===== config.mk =====
export PLATFORM = sky130hd
export DESIGN_NAME = i2c_cond_gen
export DESIGN_NICKNAME = d
export VERILOG_FILES = /design/src/rtl/i2c_cg_pkg.sv /design/src/rtl/i2c_cg_regs.sv /design/src/rtl/i2c_cg_seq.sv /design/src/rtl/i2c_cg_pinmux.sv /design/src/rtl/i2c_cond_gen.sv
export SDC_FILE = /design/constraint.sdc
export NUM_CORES = 1
export LEC_CHECK = 0
export BUFFER_PORTS_ARGS = -buffer_cell sky130_fd_sc_hd__buf_2
export CORE_MARGIN = 2
export CORE_UTILIZATION = 25
export DETAILED_ROUTE_END_ITERATION = 6
export SETUP_SLACK_MARGIN = 0.1
export SYNTH_ARGS = -nofsm -noshare
export SYNTH_HDL_FRONTEND = slang
export SYNTH_SLANG_ARGS = --single-unit
export TNS_END_PERCENT = 30

===== constraint.sdc =====
create_clock -name clk -period 2.1 [get_ports clk]
set_input_delay 0.315 -clock clk [delete_from_list [all_inputs] [get_ports clk]]
set_output_delay 0.315 -clock clk [all_outputs]
set_load 0.005 [all_outputs]

===== src/rtl/i2c_cg_pkg.sv =====
package i2c_cg_pkg;

    // line source select codes
    typedef enum logic [1:0] {
        PSEL_SHIFT = 2'b00,
        PSEL_SEQ   = 2'b01,
        PSEL_LOW   = 2'b10,
        PSEL_FREE  = 2'b11
    } psel_e;

    // control byte, MSB first
    typedef struct packed {
        psel_e      scl_sel;
        psel_e      sda_sel;
        logic       done;
        logic [2:0] req;
    } ctl_t;

    localparam int REQ_STA = 0;
    localparam int REQ_RST = 1;
    localparam int REQ_STP = 2;

    localparam int PIN_SCL = 0;
    localparam int PIN_SDA = 1;
    localparam int NPIN    = 2;

    typedef enum logic [2:0] {
        SQ_IDLE,
        SQ_STA_HOLD,
        SQ_RS_SDA_UP,
        SQ_RS_SCL_UP,
        SQ_RS_SDA_DN,
        SQ_SP_SDA_DN,
        SQ_SP_SCL_UP
    } sq_state_e;

    function automatic logic multi_hot(input logic [2:0] v);
        return (v[0] & v[1]) | (v[0] & v[2]) | (v[1] & v[2]);
    endfunction

    // request bit owned by a sequencer state
    function automatic logic [2:0] state_req(input sq_state_e s);
        logic [2:0] r;
        r = '0;
        case (s)
            SQ_STA_HOLD:                              r[REQ_STA] = 1'b1;
            SQ_RS_SDA_UP, SQ_RS_SCL_UP, SQ_RS_SDA_DN: r[REQ_RST] = 1'b1;
            SQ_SP_SDA_DN, SQ_SP_SCL_UP:               r[REQ_STP] = 1'b1;
            default:                                  r = '0;
        endcase
        return r;
    endfunction

    function automatic logic last_phase(input sq_state_e s);
        return (s == SQ_STA_HOLD) || (s == SQ_RS_SDA_DN) || (s == SQ_SP_SCL_UP);
    endfunction

    function automatic logic pin_pull(input psel_e sel, input logic shf, input logic seq);
        logic p;
        case (sel)
            PSEL_SHIFT: p = shf;
            PSEL_SEQ:   p = seq;
            PSEL_LOW:   p = 1'b1;
            default:    p = 1'b0;
        endcase
        return p;
    endfunction

endpackage


===== src/rtl/i2c_cg_regs.sv =====
module i2c_cg_regs
    import i2c_cg_pkg::*;
(
    input  logic       clk,
    input  logic       rst,
    input  logic       wr_en,
    input  logic [7:0] wr_data,
    input  logic [2:0] fin_mask,
    output ctl_t       ctl
);

    ctl_t nxt;

    always_comb begin
        nxt = ctl;
        if (wr_en) begin
            nxt.scl_sel = psel_e'(wr_data[7:6]);
            nxt.sda_sel = psel_e'(wr_data[5:4]);
            // conflicting requests are discarded
            nxt.req     = multi_hot(wr_data[2:0]) ? 3'b000 : wr_data[2:0];
            if (!wr_data[3]) begin
                nxt.done = 1'b0;
            end
        end
        // completion overrides a same-cycle write
        if (|fin_mask) begin
            nxt.req  = nxt.req & ~fin_mask;
            nxt.done = 1'b1;
        end
    end

    always_ff @(posedge clk) begin
        if (rst) begin
            ctl <= '0;
        end else begin
            ctl <= nxt;
        end
    end

endmodule


===== src/rtl/i2c_cg_seq.sv =====
module i2c_cg_seq
    import i2c_cg_pkg::*;
#(
    parameter int CNT_W = 8
) (
    input  logic             clk,
    input  logic             rst,
    input  ctl_t             ctl,
    input  logic             scl_in,
    input  logic             sda_in,
    input  logic [CNT_W-1:0] half_period,
    output logic             seq_scl_low,
    output logic             seq_sda_low,
    output logic [2:0]       fin_mask
);

    sq_state_e        state, state_n;
    logic [CNT_W-1:0] cnt, cnt_n, load;
    logic             scl_n, sda_n;
    logic             cnt_zero, aborted, go;
    logic [2:0]       act_req;

    assign load     = (half_period == '0) ? '0 : half_period - 1'b1;
    assign cnt_zero = (cnt == '0);
    assign act_req  = state_req(state);
    assign aborted  = (state != SQ_IDLE) && ((ctl.req & act_req) == 3'b000);
    assign go       = (ctl.scl_sel == PSEL_SEQ) && (ctl.sda_sel == PSEL_SEQ) && !ctl.done;

    always_comb begin
        fin_mask = 3'b000;
        if (!aborted && cnt_zero && last_phase(state)) begin
            fin_mask = act_req;
        end
    end

    always_comb begin
        state_n = state;
        cnt_n   = cnt_zero ? cnt : cnt - 1'b1;
        scl_n   = seq_scl_low;
        sda_n   = seq_sda_low;
        if (state == SQ_IDLE) begin
            if (go) begin
                if (ctl.req[REQ_STA] && scl_in && sda_in) begin
                    sda_n   = 1'b1;
                    scl_n   = 1'b0;
                    state_n = SQ_STA_HOLD;
                    cnt_n   = load;
                end else if (ctl.req[REQ_RST] && !scl_in) begin
                    sda_n   = 1'b0;
                    state_n = SQ_RS_SDA_UP;
                    cnt_n   = load;
                end else if (ctl.req[REQ_STP] && !scl_in) begin
                    sda_n   = 1'b1;
                    state_n = SQ_SP_SDA_DN;
                    cnt_n   = load;
                end
            end
        end else if (aborted) begin
            state_n = SQ_IDLE;
        end else if (cnt_zero) begin
            case (state)
                SQ_STA_HOLD: begin
                    scl_n   = 1'b1;
                    state_n = SQ_IDLE;
                end
                SQ_RS_SDA_UP: begin
                    scl_n   = 1'b0;
                    state_n = SQ_RS_SCL_UP;
                    cnt_n   = load;
                end
                SQ_RS_SCL_UP: begin
                    sda_n   = 1'b1;
                    state_n = SQ_RS_SDA_DN;
                    cnt_n   = load;
                end
                SQ_RS_SDA_DN: begin
                    scl_n   = 1'b1;
                    state_n = SQ_IDLE;
                end
                SQ_SP_SDA_DN: begin
                    scl_n   = 1'b0;
                    state_n = SQ_SP_SCL_UP;
                    cnt_n   = load;
                end
                SQ_SP_SCL_UP: begin
                    sda_n   = 1'b0;
                    state_n = SQ_IDLE;
                end
                default: state_n = SQ_IDLE;
            endcase
        end
    end

    always_ff @(posedge clk) begin
        if (rst) begin
            state       <= SQ_IDLE;
            cnt         <= '0;
            seq_scl_low <= 1'b0;
            seq_sda_low <= 1'b0;
        end else begin
            state       <= state_n;
            cnt         <= cnt_n;
            seq_scl_low <= scl_n;
            seq_sda_low <= sda_n;
        end
    end

endmodule


===== src/rtl/i2c_cg_pinmux.sv =====
module i2c_cg_pinmux
    import i2c_cg_pkg::*;
(
    input  psel_e sel,
    input  logic  shf_low,
    input  logic  seq_low,
    output logic  pull
);

    assign pull = pin_pull(sel, shf_low, seq_low);

endmodule


===== src/rtl/i2c_cond_gen.sv =====
module i2c_cond_gen
    import i2c_cg_pkg::*;
#(
    parameter int CNT_W = 8
) (
    input  logic             clk,
    input  logic             rst,
    input  logic             wr_en,
    input  logic [7:0]       wr_data,
    input  logic [CNT_W-1:0] half_period,
    input  logic             scl_in,
    input  logic             sda_in,
    input  logic             shf_scl_low,
    input  logic             shf_sda_low,
    output logic             scl_pull,
    output logic             sda_pull,
    output logic [7:0]       ctl_rd
);

    ctl_t       ctl;
    logic [2:0] fin_mask;
    logic       seq_scl_low, seq_sda_low;

    psel_e sel_a  [NPIN];
    logic  shf_a  [NPIN];
    logic  seq_a  [NPIN];
    logic  pull_a [NPIN];

    i2c_cg_regs u_regs (
        .clk      (clk),
        .rst      (rst),
        .wr_en    (wr_en),
        .wr_data  (wr_data),
        .fin_mask (fin_mask),
        .ctl      (ctl)
    );

    i2c_cg_seq #(.CNT_W(CNT_W)) u_seq (
        .clk         (clk),
        .rst         (rst),
        .ctl         (ctl),
        .scl_in      (scl_in),
        .sda_in      (sda_in),
        .half_period (half_period),
        .seq_scl_low (seq_scl_low),
        .seq_sda_low (seq_sda_low),
        .fin_mask    (fin_mask)
    );

    assign sel_a[PIN_SCL] = ctl.scl_sel;
    assign sel_a[PIN_SDA] = ctl.sda_sel;
    assign shf_a[PIN_SCL] = shf_scl_low;
    assign shf_a[PIN_SDA] = shf_sda_low;
    assign seq_a[PIN_SCL] = seq_scl_low;
    assign seq_a[PIN_SDA] = seq_sda_low;

    for (genvar g = 0; g < NPIN; g++) begin : g_pin
        i2c_cg_pinmux u_mux (
            .sel     (sel_a[g]),
            .shf_low (shf_a[g]),
            .seq_low (seq_a[g]),
            .pull    (pull_a[g])
        );
    end

    assign scl_pull = pull_a[PIN_SCL];
    assign sda_pull = pull_a[PIN_SDA];
    assign ctl_rd   = ctl;

endmodule


==> reports/summary.txt, run 1 <==
H-tree lvl count: 1
GP Congestion: 0.842
RSZ-0062 raised after global routing: no
GRT Total Usage: 10.7%
max incr delay on CP: 550 ps
final hold vios: 0
Clock Root Buffer: clkbuf_8
mapped cell area: 1620 um2
R2R depth: 5
largest net degree at the start of global routing: 18
area leader, netlist: dfxtp_1
crit share post-route: 88.4%
hold endpoint: u_regs.ctl[6]
fin crit period: 1860 ps
setup tns final: 0 ps
Slew Viols, Final: 0
P&R area growth vs syn: 16.3%
CP Launch Point: u_seq.state[2]
Slew @ Worst Pin: 549 ps
Arr. time, crit path: 2030 ps
Yosys cell types: 55
Min-Delay Path Class: in -> reg
Post-Place Cells: 300
top-level port count: 33
Most used DFF post-synth: dfxtp_1
number of global-route vias before repair: 1407
most frequent cells after synthesis: 22 x nor2_1, 21 x dfxtp_1, 18 x nand2_1
Vias: 1496
number of gates resized after CTS: 0
WL met3: 122 um
DRC violations left: 0
Post-synth EDFFs: 0
M1 wire length: 1.86 mm
Post-CTS Setup Inserts: 0
Static Leak: 0.776 nW
DR iter-0 viols: 40
Post-Syn Nets: 223
post-synthesis register bit count: 21
synth warn: 0
total grt overflow: 0
CP Capture Type: register
ratio of cells with drive above 1 in the final layout: 24.2%
Num CTS Buffers: 3
antenna violations before repair: 0
IO Port Bufs: 32
# diodes: 0
nets@finish: 255
drt total wl: 3.83 mm
CP max-delay cell: dfxtp_1
Post-Syn Instances: 196
Max-slew headroom: 63.4%
cts hold-fix bufs: 0
drt pass-1 iters: 4
Clock Tree Buf Depth: 2
uppermost layer routed: met4
CTS Sinks: 21
crit-path max FO: 10
Initial Util: 25.7%
fraction of registers with async set/reset: 0%
critical path class: reg -> reg
Critical Path Source Type: register
Post-DRT Antenna Nets: 0
HPWL Detailed: 2.98 mm
Buf/Inv on CP: 1
power per cell area: 1080 nW/um2
outcome: finished, final reports clean
worst vdd ir: 0.363 mV
clk_lat worst skew: 260 ps
WL per Instance: 12.6 um
Levels on crit path: 5
Seq/Total Area, Yosys: 25.9%
Die H: 84.5 um
Worst Hold Depth: 3
Placeable Area: 6310 um2
flop2flop setup slack: 240 ps
Routed met2 length: 1.83 mm
max cap viols: 0
vias per cell: 4.92
Avg Cell Area, Syn: 8.27 um2
Worst EP required: 2270 ps
RR Startpoint: u_seq.state[2]
top-count cell post-synth: nor2_1
worst-path cell chain: buf_4 -> and2b_4 -> a21o_1 -> a32o_2 -> o41ai_2
Core Rows: 29
DIE WIDTH: 84.5 um
die area: 7150 um2
CTS tree: done
reg-to-reg endpoint: u_seq.cnt[1]
first-pass GRT wire length: 6.39 mm
HP Start: wr_data[6]
delay-heaviest family, CP: compound AO/OA/AOI/OAI gates
Max Fclk: 539 MHz
final setup fails: 0
Finished Layout Cells: 304
top cells by area, synth: dfxtp_1 26%, mux2i_1 5.6%, nor2_1 5.1%, xnor2_1 4.3%, nand2_1 4.2%
Worst-path clk slew: 90 ps
Clock Skew: 11.4 ps
post-synth top area share: 25.9%
-- layer usage --
metal,vias to the layer above,GRT usage (%)
met3,4,2.36
met4,0,1.73
met2,23,17.5
li1,771,-
met5,-,0
met1,698,14.6
-- worst max path at each step --
stage / end / slack [ps]
after detailed placement: u_seq.state[2] / 230
after global routing: u_seq.state[2] / 130
after CTS: u_seq.state[2] / 210
after floorplan: u_seq.state[2] / 410
after global placement: u_seq.cnt[0] / 250
final: u_seq.cnt[1] / 240
-- where the power goes --
group | internal, W | leakage [nW] | total [W] | switching, W
Combinational | 0.000523 | 0.581 | 0.00112 | 0.000596
Clock | 0.000135 | 0.0228 | 0.000270 | 0.000135
Sequential | 0.000500 | 0.172 | 0.000643 | 0.000143
-- cell type report --
| cell class | instances | area (um2) |
|---|---|---|
| clock buffers | 4 | 45.0 |
| fillers | 689 | 4430 |
| inverters | 8 | 30.0 |
| multi-input cells | 157 | 1100 |
| flip-flops and latches | 21 | 420 |
| well taps | 77 | 96.3 |
| repair buffers | 37 | 198 |
-- registers in the layout (all words and copies together) (netlist names) --
register / flops
u_seq.state: 3
u_seq.cnt: 8
u_regs.ctl: 8
u_seq.seq_sda_low: 1
u_seq.seq_scl_low: 1
-- worst register-to-register path: cells and delay by family (launching register included) --
kind	cells	cell delay, ps
DFF	1	550
buffers and inverters	1	260
and+or+nand+nor	1	220
AOI/OAI and AO/OA	3	740
-- per-stage QoR --
step	hold WS, ps	setup WS (ps)	power [W]	area, um2	utilization, %
floorplan	462	414	0.00159	1620	-
global placement	500	246	0.00176	1840	29.1
detailed placement	503	233	0.00177	1840	29.1
CTS	295	214	0.00204	1880	29.8
global route	310	126	0.00224	1890	29.9
finish	296	244	0.00203	1890	29.9
-- kinds of logic (layout without fill, tap and decap cells) --
family / Yosys count / count (layout) / synth area share (%)
and+or+nand+nor: 87 / 87 / 31.1
AOI/OAI and AO/OA: 44 / 44 / 20.4
DFF: 21 / 21 / 25.9
buffers and inverters: 18 / 49 / 6.56
xor gates and xnor gates: 12 / 12 / 6.48
muxes: 10 / 10 / 6.48
adders and majority gates: 4 / 4 / 3.09
-- placed cells by master, fill, tap and decap left out, types with 2 or more instances in the layout --
cell type	Yosys	layout
or3_1	2	2
and4b_1	2	2
nand3b_1	2	2
xnor2_1	8	8
o21ai_0	6	6
nand2_1	18	18
nand2b_1	4	4
nor2b_1	4	4
mux2i_1	9	9
a311oi_1	2	2
a21oi_2	2	2
nand3_1	4	4
buf_4	2	5
nor2_1	22	22
inv_1	8	8
nor4b_1	4	4
nor4_1	2	2
a21oi_1	10	10
a2bb2oi_1	2	2
a211oi_1	2	2
xor2_1	4	4
buf_2	1	32
o21ai_1	2	2
dfxtp_1	21	21
nor3b_1	2	2
clkbuf_8	0	3
nor3_1	8	8
ha_1	4	4
o22ai_1	6	6
Note: power is estimated with default switching activity, not from simulation.
==> run 2: changes to the inputs <==
--- a/config.mk
+++ b/config.mk
@@ -6,6 +6,8 @@
 export NUM_CORES = 1
 export LEC_CHECK = 0
 export BUFFER_PORTS_ARGS = -buffer_cell sky130_fd_sc_hd__buf_2
+export CAP_MARGIN = 20
+export CORE_ASPECT_RATIO = 0.5
 export CORE_MARGIN = 2
 export CORE_UTILIZATION = 25
 export DETAILED_ROUTE_END_ITERATION = 6
==> constraint.sdc (replaced) <==
create_clock -name clk -period 1.55 [get_ports clk]
set_input_delay 0.2325 -clock clk [delete_from_list [all_inputs] [get_ports clk]]
set_output_delay 0.2325 -clock clk [all_outputs]
set_load 0.005 [all_outputs]
==> run 2 against run 1 <==
Net effect:
- the run now ends with setup timing left
- sequential cell count did not move
- sequential share of layout area fell by 4.1 points
- clock skew fell by 7.5 ps
- clock power rose by 110%
- final cell count rose by 17%
- setup slack got worse by 300 ps
- critical path depth rose by 2
- die area rose by 0.55%
- worst hold slack got worse by 83 ps
- sequential power rose by 31%
- core utilization rose by 8.4 points
- largest cell class unchanged
- largest power group unchanged
- highest routed layer unchanged
==> reports/summary.txt, run 2 (synthesized netlist as in run 1, its figures left out) <==
GP Congestion: 0.842 (about the same)
GRT Total Usage: 12.9% (was 10.7%)
Static Leak: 1.03 nW (was 0.776 nW)
Clock Root Buffer: clkbuf_16 (was clkbuf_8)
Clock Skew: 3.92 ps (was 11.4 ps)
vias per cell: 4.72 (was 4.92)
final setup fails: 7 (was 0)
Initial Util: 26.3% (was 25.7%)
IO Port Bufs: 32 (unchanged)
top-level port count: 33 (unchanged)
commonest non-fill, non-tap cell in the layout: buf_4 (was buf_2)
clock share of power: 15.7% (was 13.3%)
ratio of cells with drive above 1 in the final layout: 43.1% (was 24.2%)
setup ws final: -60.7 ps (was 244 ps)
first-pass GRT wire length: 7.50 mm (was 6.39 mm)
clk_lat worst skew: 260 ps (about the same)
fin crit period: 1610 ps (was 1860 ps)
Min-Delay Path Class: in -> reg (unchanged)
setup tns final: -316 ps (was 0 ps)
max cap viols: 0 (unchanged)
outcome: complete, but fails checks (was finished, final reports clean)
H-tree lvl count: 1 (unchanged)
switching portion of total power: 39.7% (was 43.0%)
crit path to: u_regs.ctl[2] (was u_seq.cnt[1])
Slew @ Worst Pin: 363 ps (was 549 ps)
Die H: 61.0 um (was 84.5 um)
critical path class: reg -> reg (unchanged)
Critical Path Source Type: register (unchanged)
crit share post-route: 104% (was 88.4%)
total grt overflow: 0 (unchanged)
DIE WIDTH: 118 um (was 84.5 um)
Worst EP required: 1690 ps (was 2270 ps)
Arr. time, crit path: 1750 ps (was 2030 ps)
crit-path max FO: 6 (was 10)
Min Hold Slack: 213 ps (was 296 ps)
R2R depth: 7 (was 5)
Power, Total: 0.00360 W (was 0.00203 W)
final hold vios: 0 (unchanged)
failing checks: setup timing
worst vdd ir: 0.467 mV (was 0.363 mV)
nets@finish: 297 (was 255)
Slew Viols, Final: 0 (unchanged)
flop2flop setup slack: -60 ps (was 240 ps)
RSZ-0062 raised after global routing: yes (was no)
DRC violations left: 0 (unchanged)
biggest regs: u_regs.ctl (8), u_seq.cnt (8), u_seq.state (3) (unchanged)
HPWL Detailed: 3.42 mm (was 2.98 mm)
Vias: 1684 (was 1496)
DR iter-0 viols: 106 (was 40)
Max-slew headroom: 75.8% (was 63.4%)
antenna violations before repair: 0 (unchanged)
largest net degree at the start of global routing: 18 (unchanged)
Filler cells: 624 (was 689)
drt total wl: 4.45 mm (was 3.83 mm)
CTS Sinks: 21 (unchanged)
CTS tree: done (unchanged)
Clock Tree Buf Depth: 2 (unchanged)
share of total power in sequential cells: 23.5% (was 31.6%)
P_int: 0.00217 W (was 0.00116 W)
HP Start: wr_data[4] (was wr_data[6])
# diodes: 0 (unchanged)
reg-to-reg endpoint: u_regs.ctl[2] (was u_seq.cnt[1])
Worst-path clk slew: 60 ps (was 90 ps)
drt pass-1 iters: 4 (unchanged)
CP Launch Point: u_seq.cnt[1] (was u_seq.state[2])
Num CTS Buffers: 3 (unchanged)
power per cell area: 1530 nW/um2 (was 1080 nW/um2)
commonest non-fill, non-tap cells in the layout: 46 x buf_4, 32 x buf_2, 21 x nor2_1, 17 x nand2_1, 17 x dfxtp_1 (was 32 x buf_2, 22 x nor2_1, 21 x dfxtp_1, 18 x nand2_1, 10 x a21oi_1)
die area: 7190 um2 (was 7150 um2)
part of the power in combinational logic: 60.8% (was 55.1%)
Core Rows: 20 (was 29)
Max Fclk: 621 MHz (was 539 MHz)
P&R area growth vs syn: 45.1% (was 16.3%)
CP Capture Type: register (unchanged)
RR Startpoint: u_seq.cnt[1] (was u_seq.state[2])
Post-DRT Antenna Nets: 0 (unchanged)
switching power: 0.00143 W (was 0.000874 W)
number of global-route vias before repair: 1665 (was 1407)
WL per Instance: 12.5 um (was 12.6 um)
Placeable Area: 6160 um2 (was 6310 um2)
-- run 2: worst max-delay path, stage by stage, from the launching register on --
cell and delay, ps:
dfxtp_2 320, inv_2 70, ha_4 130, nor3b_4 210, and2_4 230, o31a_1 240, and4b_1 250, nor3_2 40
-- run 2: what timing repair did --
item,4_1_cts,5_1_grt
endpoints found under the setup margin,17,17
pin swaps,6,4
hold buffers,0,0
gates resized for setup,13,10
buffers inserted,3,2
-- run 2: power groups by stage --
stage | clock network [W] | registers (W) | logic [W]
after floorplan | 0 | 0.000826 | 0.00137
final | 0.000564 | 0.000845 | 0.00219
after global placement | 0 | 0.000825 | 0.00188
after detailed placement | 0 | 0.000833 | 0.00193
after CTS | 0.000579 | 0.000844 | 0.00210
after global routing | 0.000598 | 0.000867 | 0.00240
-- run 2: final cells by class --
cell class	count	area, um2	share of cell area [%]
inverters	8	30.0	1.28
multi-input cells	157	1190	50.6
flip-flops and latches	21	428	18.2
repair buffers	79	517	22.0
well taps	88	110	4.68
clock buffers	4	78.8	3.35
-- run 2: worst min-delay path by stage --
stage,endpoint,slack (ps),depth (start not counted)
floorplan,u_regs.ctl[4],380,2
global placement,u_regs.ctl[6],470,3
detailed placement,u_regs.ctl[7],480,3
CTS,u_regs.ctl[4],220,3
global route,u_regs.ctl[4],220,3
finish,u_regs.ctl[4],210,3
-- run 2: stage by stage --
| stage | instances | worst slack [ps] | util (%) | area, um2 |
|---|---|---|---|---|
| 2_1_floorplan | 196 | -56.7 | - | 1640 |
| 3_3_place_gp | 348 | -186 | 34.9 | 2150 |
| 3_5_place_dp | 348 | -246 | 34.9 | 2150 |
| 4_1_cts | 355 | -51.9 | 37.3 | 2300 |
| 5_1_grt | 357 | -159 | 38.2 | 2350 |
| 6_report | 357 | -60.7 | 38.2 | 2350 |
-- run 2: routing by layer --
layer | global-route usage (%) | vias up | wire length, um | part of all wire (%)
met5 | 0 | - | 0 | 0
met4 | 3.10 | 0 | 55 | 1.2
met3 | 2.16 | 7 | 93 | 2.1
met2 | 26.0 | 23 | 2270 | 51
met1 | 14.9 | 797 | 2040 | 46
li1 | - | 857 | - | -
